[src/rtl/psr_pkg.sv]
package psr_pkg;
  localparam int unsigned DATA_W = 32;
  localparam int unsigned EXC_W  = 6;
  localparam int unsigned T_POS  = 24;
  localparam int unsigned NFLAG  = 4;

  // flag index inside the 4-bit group, matches [31:28]
  localparam int unsigned F_V = 0;
  localparam int unsigned F_C = 1;
  localparam int unsigned F_Z = 2;
  localparam int unsigned F_N = 3;

  typedef enum logic [2:0] {
    OPC_ADD   = 3'd0,
    OPC_SUB   = 3'd1,
    OPC_MUL   = 3'd2,
    OPC_LOGIC = 3'd3,
    OPC_SHIFT = 3'd4
  } op_class_e;
endpackage

[src/rtl/psr_flag_calc.sv]
module psr_flag_calc
  import psr_pkg::*;
#(
  parameter int unsigned W = DATA_W
) (
  input  logic [2:0]       op_class_i,
  input  logic [W-1:0]     result_i,
  input  logic             alu_cout_i,
  input  logic             shift_cout_i,
  input  logic             opa_msb_i,
  input  logic             opb_msb_i,
  output logic [NFLAG-1:0] flag_nxt_o,
  output logic [NFLAG-1:0] upd_mask_o
);
  logic r_msb;
  logic ovf_add, ovf_sub;

  assign r_msb   = result_i[W-1];
  assign ovf_add = (opa_msb_i == opb_msb_i) && (r_msb != opa_msb_i);
  assign ovf_sub = (opa_msb_i != opb_msb_i) && (r_msb != opa_msb_i);

  always_comb begin
    flag_nxt_o        = '0;
    flag_nxt_o[F_N]   = r_msb;
    flag_nxt_o[F_Z]   = ~|result_i;
    upd_mask_o        = '0;
    unique case (op_class_i)
      OPC_ADD: begin
        flag_nxt_o[F_C] = alu_cout_i;
        flag_nxt_o[F_V] = ovf_add;
        upd_mask_o      = '1;
      end
      OPC_SUB: begin
        flag_nxt_o[F_C] = ~alu_cout_i;  // carry = not borrow
        flag_nxt_o[F_V] = ovf_sub;
        upd_mask_o      = '1;
      end
      OPC_MUL, OPC_LOGIC: begin
        upd_mask_o[F_N] = 1'b1;
        upd_mask_o[F_Z] = 1'b1;
      end
      OPC_SHIFT: begin
        flag_nxt_o[F_C] = shift_cout_i;
        upd_mask_o[F_N] = 1'b1;
        upd_mask_o[F_Z] = 1'b1;
        upd_mask_o[F_C] = 1'b1;
      end
      default: upd_mask_o = '0;
    endcase
  end
endmodule

[src/rtl/psr_exc_field.sv]
module psr_exc_field #(
  parameter int unsigned EW = 6
) (
  input  logic          clk_i,
  input  logic          rst_ni,
  input  logic          load_i,
  input  logic [EW-1:0] num_i,
  output logic [EW-1:0] num_o
);
  always_ff @(posedge clk_i or negedge rst_ni) begin
    if (!rst_ni)     num_o <= '0;
    else if (load_i) num_o <= num_i;
  end
endmodule

[src/rtl/psr_state_ctl.sv]
module psr_state_ctl (
  input  logic clk_i,
  input  logic rst_ni,
  input  logic we_i,
  input  logic bit_i,
  input  logic issue_i,
  output logic state_o,
  output logic fault_o
);
  always_ff @(posedge clk_i or negedge rst_ni) begin
    if (!rst_ni) begin
      state_o <= 1'b1;
      fault_o <= 1'b0;
    end else begin
      if (we_i) state_o <= bit_i;
      // fault judged on the state held before this edge
      fault_o <= issue_i & ~state_o;
    end
  end
endmodule

[src/rtl/psr_unit.sv]
module psr_unit
  import psr_pkg::*;
(
  input  logic              clk_i,
  input  logic              rst_ni,
  input  logic              flag_we_i,
  input  logic [2:0]        op_class_i,
  input  logic [DATA_W-1:0] result_i,
  input  logic              alu_cout_i,
  input  logic              shift_cout_i,
  input  logic              opa_msb_i,
  input  logic              opb_msb_i,
  input  logic              exc_load_i,
  input  logic [EXC_W-1:0]  exc_num_i,
  input  logic              state_we_i,
  input  logic              state_bit_i,
  input  logic              instr_issue_i,
  output logic [DATA_W-1:0] psr_o,
  output logic              fault_req_o
);
  logic [NFLAG-1:0] flag_nxt, upd_mask, flag_q;
  logic [EXC_W-1:0] exc_q;
  logic             state_q;

  psr_flag_calc #(.W(DATA_W)) i_calc (
    .op_class_i  (op_class_i),
    .result_i    (result_i),
    .alu_cout_i  (alu_cout_i),
    .shift_cout_i(shift_cout_i),
    .opa_msb_i   (opa_msb_i),
    .opb_msb_i   (opb_msb_i),
    .flag_nxt_o  (flag_nxt),
    .upd_mask_o  (upd_mask)
  );

  for (genvar g = 0; g < NFLAG; g++) begin : g_flag
    always_ff @(posedge clk_i or negedge rst_ni) begin
      if (!rst_ni)                      flag_q[g] <= 1'b0;
      else if (flag_we_i && upd_mask[g]) flag_q[g] <= flag_nxt[g];
    end
  end

  psr_exc_field #(.EW(EXC_W)) i_exc (
    .clk_i (clk_i),
    .rst_ni(rst_ni),
    .load_i(exc_load_i),
    .num_i (exc_num_i),
    .num_o (exc_q)
  );

  psr_state_ctl i_state (
    .clk_i  (clk_i),
    .rst_ni (rst_ni),
    .we_i   (state_we_i),
    .bit_i  (state_bit_i),
    .issue_i(instr_issue_i),
    .state_o(state_q),
    .fault_o(fault_req_o)
  );

  always_comb begin
    psr_o                          = '0;
    psr_o[DATA_W-1 -: NFLAG]       = flag_q;
    psr_o[T_POS]                   = state_q;
    psr_o[EXC_W-1:0]               = exc_q;
  end
endmodule

[config.mk]
export PLATFORM = sky130hd
export DESIGN_NAME = psr_unit
export DESIGN_NICKNAME = d
export VERILOG_FILES = /design/src/rtl/psr_pkg.sv /design/src/rtl/psr_flag_calc.sv /design/src/rtl/psr_exc_field.sv /design/src/rtl/psr_state_ctl.sv /design/src/rtl/psr_unit.sv
export SDC_FILE = /design/constraint.sdc
export NUM_CORES = 1
export LEC_CHECK = 0
export BUFFER_PORTS_ARGS = -buffer_cell sky130_fd_sc_hd__buf_2
export CORE_ASPECT_RATIO = 0.9
export CORE_MARGIN = 4
export CORE_UTILIZATION = 35
export CTS_CLUSTER_SIZE = 25
export DETAILED_ROUTE_END_ITERATION = 8
export HOLD_SLACK_MARGIN = 0.02
export PLACE_DENSITY = 0.84
export SLEW_MARGIN = 20
export SYNTH_ARGS = -nofsm -noshare
export SYNTH_HDL_FRONTEND = slang
export SYNTH_HIERARCHICAL = 1
export SYNTH_SLANG_ARGS = --single-unit
[constraint.sdc]
create_clock -name clk_i -period 1 [get_ports clk_i]
set_input_delay 0.2 -clock clk_i [delete_from_list [all_inputs] [get_ports clk_i]]
set_output_delay 0.2 -clock clk_i [all_outputs]
set_load 0.01 [all_outputs]
==> impl_metrics.xml <==
<?xml version="1.0" encoding="UTF-8"?>
<metrics>
  <group name="run_status">
    <metric name="outcome" unit="">complete, but fails checks</metric>
    <metric name="violations" unit="">setup timing</metric>
  </group>
  <group name="worst_setup_path">
    <metric name="path_cells" unit="">buf_6</metric>
    <metric name="worst_ep_required_time" unit="ns">0.80</metric>
    <metric name="crit_path_max_incr_delay" unit="ns">0.54</metric>
    <metric name="startpoint_type" unit="">register</metric>
    <metric name="worst_path_dominant_cell_family" unit="">flip-flops</metric>
    <metric name="critical_path_fanout_max" unit="">2</metric>
    <metric name="cp_slowest_cell" unit="">dfstp_2</metric>
    <metric name="setup.worst_path.end_class" unit="">output pin</metric>
    <metric name="worst-setup-path-type" unit="">register to output pin</metric>
    <metric name="critPathArrivalTime" unit="ns">0.90</metric>
    <metric name="path_buf_inv" unit="">1</metric>
  </group>
  <group name="final_layout">
    <metric name="layout-area-overhead-vs-synth" unit="%">46.2</metric>
    <metric name="fraction_of_final_layout_cells_with_drive_strength_greater_than_1" unit="%">61.4</metric>
    <metric name="antenna-diode-count" unit="">0</metric>
    <metric name="final-instance-count-excl-fill" unit="">180</metric>
    <metric name="design.final.nets" unit="">206</metric>
  </group>
  <group name="floorplan">
    <metric name="design.core.area" unit="sq mm">0.00222</metric>
    <metric name="num_io_pins" unit="">85</metric>
    <metric name="core.rowCount" unit="">16</metric>
    <metric name="die_width" unit="um">59.6</metric>
    <metric name="start_util" unit="%">37.7</metric>
    <metric name="chipHeight" unit="um">54.4</metric>
    <metric name="fp.dieArea" unit="sq mm">0.00324</metric>
  </group>
  <group name="sta">
    <metric name="period_share" unit="%">110</metric>
    <metric name="holdWs" unit="ns">0.155</metric>
    <metric name="timing.final.crit_period" unit="ns">1.10</metric>
    <metric name="maxSlewViolCount" unit="">0</metric>
    <metric name="timing.final.hold_violations" unit="">0</metric>
    <metric name="setup-violations-final" unit="">1</metric>
    <metric name="unrepaired_setup_endpoints_after_global_routing" unit="">true</metric>
    <metric name="fin_worst_skew" unit="ns">0.000219</metric>
    <metric name="fmax" unit="MHz">912</metric>
    <metric name="postLayoutSetupSlackWorst" unit="ns">-0.0968</metric>
  </group>
  <group name="flow_run">
    <metric name="max-cap-violations" unit="">0</metric>
  </group>
  <group name="placement">
    <metric name="place.port_buffers" unit="">63</metric>
    <metric name="place_congestion" unit="">0.719</metric>
    <metric name="place.detailed.instances" unit="">165</metric>
  </group>
  <group name="detailed_routing">
    <metric name="first_pass_iters" unit="">3</metric>
    <metric name="avgViaCountPerCell" unit="">4.21</metric>
    <metric name="antenna_violating_nets_post_route" unit="">0</metric>
    <metric name="wl_per_cell" unit="um">11.0</metric>
    <metric name="drc_errors" unit="">0</metric>
    <metric name="first_iteration_detailed_routing_drc_count" unit="">6</metric>
    <metric name="drt_wl_total" unit="um">1990</metric>
    <metric name="vias" unit="">758</metric>
  </group>
  <group name="global_route">
    <metric name="via_count_of_the_first_global_routing_pass" unit="">717</metric>
    <metric name="grt_start_max_net_pins" unit="">13</metric>
    <metric name="globalRouteTotalUtil" unit="%">11.7</metric>
    <metric name="grt-ovfl-total" unit="">0</metric>
    <metric name="wire_length_of_the_first_global_routing_pass" unit="um">2780</metric>
    <metric name="initial_antenna_violation_count" unit="">0</metric>
  </group>
  <group name="cts">
    <metric name="ctsHtreeMaxLevel" unit="">1</metric>
    <metric name="ctsRootBufferMaster" unit="">clkbuf_4</metric>
    <metric name="cts.path.max_buffers" unit="">2</metric>
    <metric name="cts_clock_pin_slew_for_the_worst_setup_and_hold_paths" unit="ns">0.07</metric>
    <metric name="tritoncts_clock_tree" unit="">built</metric>
    <metric name="clock_latency" unit="ns">0.26</metric>
    <metric name="cts_inserted_buffers" unit="">3</metric>
    <metric name="cts_sinks" unit="">12</metric>
  </group>
  <group name="hold_path">
    <metric name="holdCritPathClass" unit="">input pin to register</metric>
  </group>
  <group name="pwr">
    <metric name="ir_drop" unit="mV">0.612</metric>
    <metric name="post-layout-total-power" unit="mW">1.28</metric>
    <metric name="power-per-cell-area" unit="mW/mm^2">1050</metric>
    <metric name="power.static_leakage" unit="nW">0.705</metric>
  </group>
  <group name="synth">
    <metric name="ys_ff_latch" unit="">12</metric>
    <metric name="syn_area_per_cell" unit="sq um">10.9</metric>
    <metric name="netlist_instances" unit="">77</metric>
    <metric name="synth_seq_area_share" unit="%">36.0</metric>
    <metric name="yosys_warnings" unit="">6</metric>
    <metric name="yosys.area.top_type_share" unit="%">32.9</metric>
    <metric name="post-synth-top-area-cell" unit="">dfrtp_1</metric>
    <metric name="syn-cell-area" unit="sq um">837</metric>
    <metric name="post_synth_main_area_contributors" unit="">dfrtp_1 (33%), buf_4 (22%), mux2_4 (22%)</metric>
    <metric name="ys_types" unit="">16</metric>
  </group>
</metrics>
[power breakdown]
part / internal [mW] / switching, mW
combinational: 0.251 / 0.179
clock: 0.154 / 0.144
sequential: 0.534 / 0.0226
[final timing paths]
check | start | endpoint | slack, ns | cells after the start
max | i_state/state_o$_DFFE_PN1P_ | psr_o[24] | -0.1 | 1
min | instr_issue_i | i_state/fault_o$_DFF_PN0_ | 0.16 | 2
max reg2reg | psr_o[30]$_DFFE_PN0P_ | psr_o[30]$_DFFE_PN0P_ | 0.03 | 3
min reg2reg | i_exc/num_o[2]$_DFFE_PN0P_ | i_exc/num_o[2]$_DFFE_PN0P_ | 0.51 | 1
max in group asynchronous | rst_ni | i_state/state_o$_DFFE_PN1P_ | 0.40 | 2
min in group asynchronous | rst_ni | psr_o[31]$_DFFE_PN0P_ | 0.33 | 2
[per-stage QoR]
step	setup WS (ns)	TNS, ns	util [%]	cell area [sq um]
final	-0.0968	-0.0968	55.1	1220
after CTS	-0.110	-0.110	53.4	1190
after detailed placement	-0.167	-0.562	49.5	1100
after floorplan	-0.00696	-0.00696	-	920
after global routing	-0.136	-0.362	55.1	1220
after global placement	-0.142	-0.488	49.5	1100
[layer usage]
| layer | vias up | global-route usage, % | part of all wire [%] |
|---|---|---|---|
| met4 | 0 | 5.54 | 0.30 |
| li1 | 376 | - | - |
| met2 | 52 | 22.2 | 50 |
| met5 | - | 0 | 0 |
| met3 | 2 | 3.30 | 15 |
| met1 | 328 | 11.9 | 35 |
[flip-flops by register name (all words and copies together) (netlist names)]
register	cells
psr_o	4
i_state/state_o	1
i_exc/num_o	6
i_state/fault_o	1
[final cells by class]
| type | instances | area, sq um |
|---|---|---|
| Clock buffer | 4 | 26.3 |
| Tap cell | 27 | 33.8 |
| Multi-Input combinational cell | 60 | 427 |
| Timing Repair Buffer | 77 | 435 |
| Fill cell | 220 | 998 |
| Sequential cell | 12 | 302 |
[cells by family after synthesis]
logic type	after synthesis	share of synthesized area (%)
buffers and inverters	25	22.9
AND/OR/NAND/NOR	22	14.5
multiplexers	14	23.9
flip-flops	12	36.0
AO/OA/AOI/OAI	2	1.19
XOR/XNOR	1	1.05
other	1	0.448
[cell usage in the layout (no fill, tap or decap), drive strengths merged]
cell / instances
mux2i: 2
conb: 21
nand4: 2
o21ai: 1
nand2: 4
nor4: 8
xnor2: 1
clkbuf: 4
nor2b: 3
dfstp: 1
mux2: 12
buf: 76
nor2: 4
dlygate4sd3: 1
dfrtp: 11
a21oi: 1
nor3: 1
[cell usage after synthesis]
master,n
o21ai_0,1
xnor2_1,1
dfrtp_1,11
nor2_1,4
nand2_1,4
dfstp_2,1
nand4_1,2
a21oi_1,1
conb_1,1
nor2b_1,3
mux2_4,12
buf_4,24
buf_6,1
nor3_2,1
mux2i_1,2
nor4_1,8
[what timing repair did]
item | in CTS | in global routing
hold buffers | 1 | 0
resized for setup | 1 | 1
pin swaps | 0 | 0
endpoints found under the hold margin | 11 | 0
setup endpoints to repair | 6 | 11
setup buffers | 6 | 4
(Power assumes the default switching activity.)
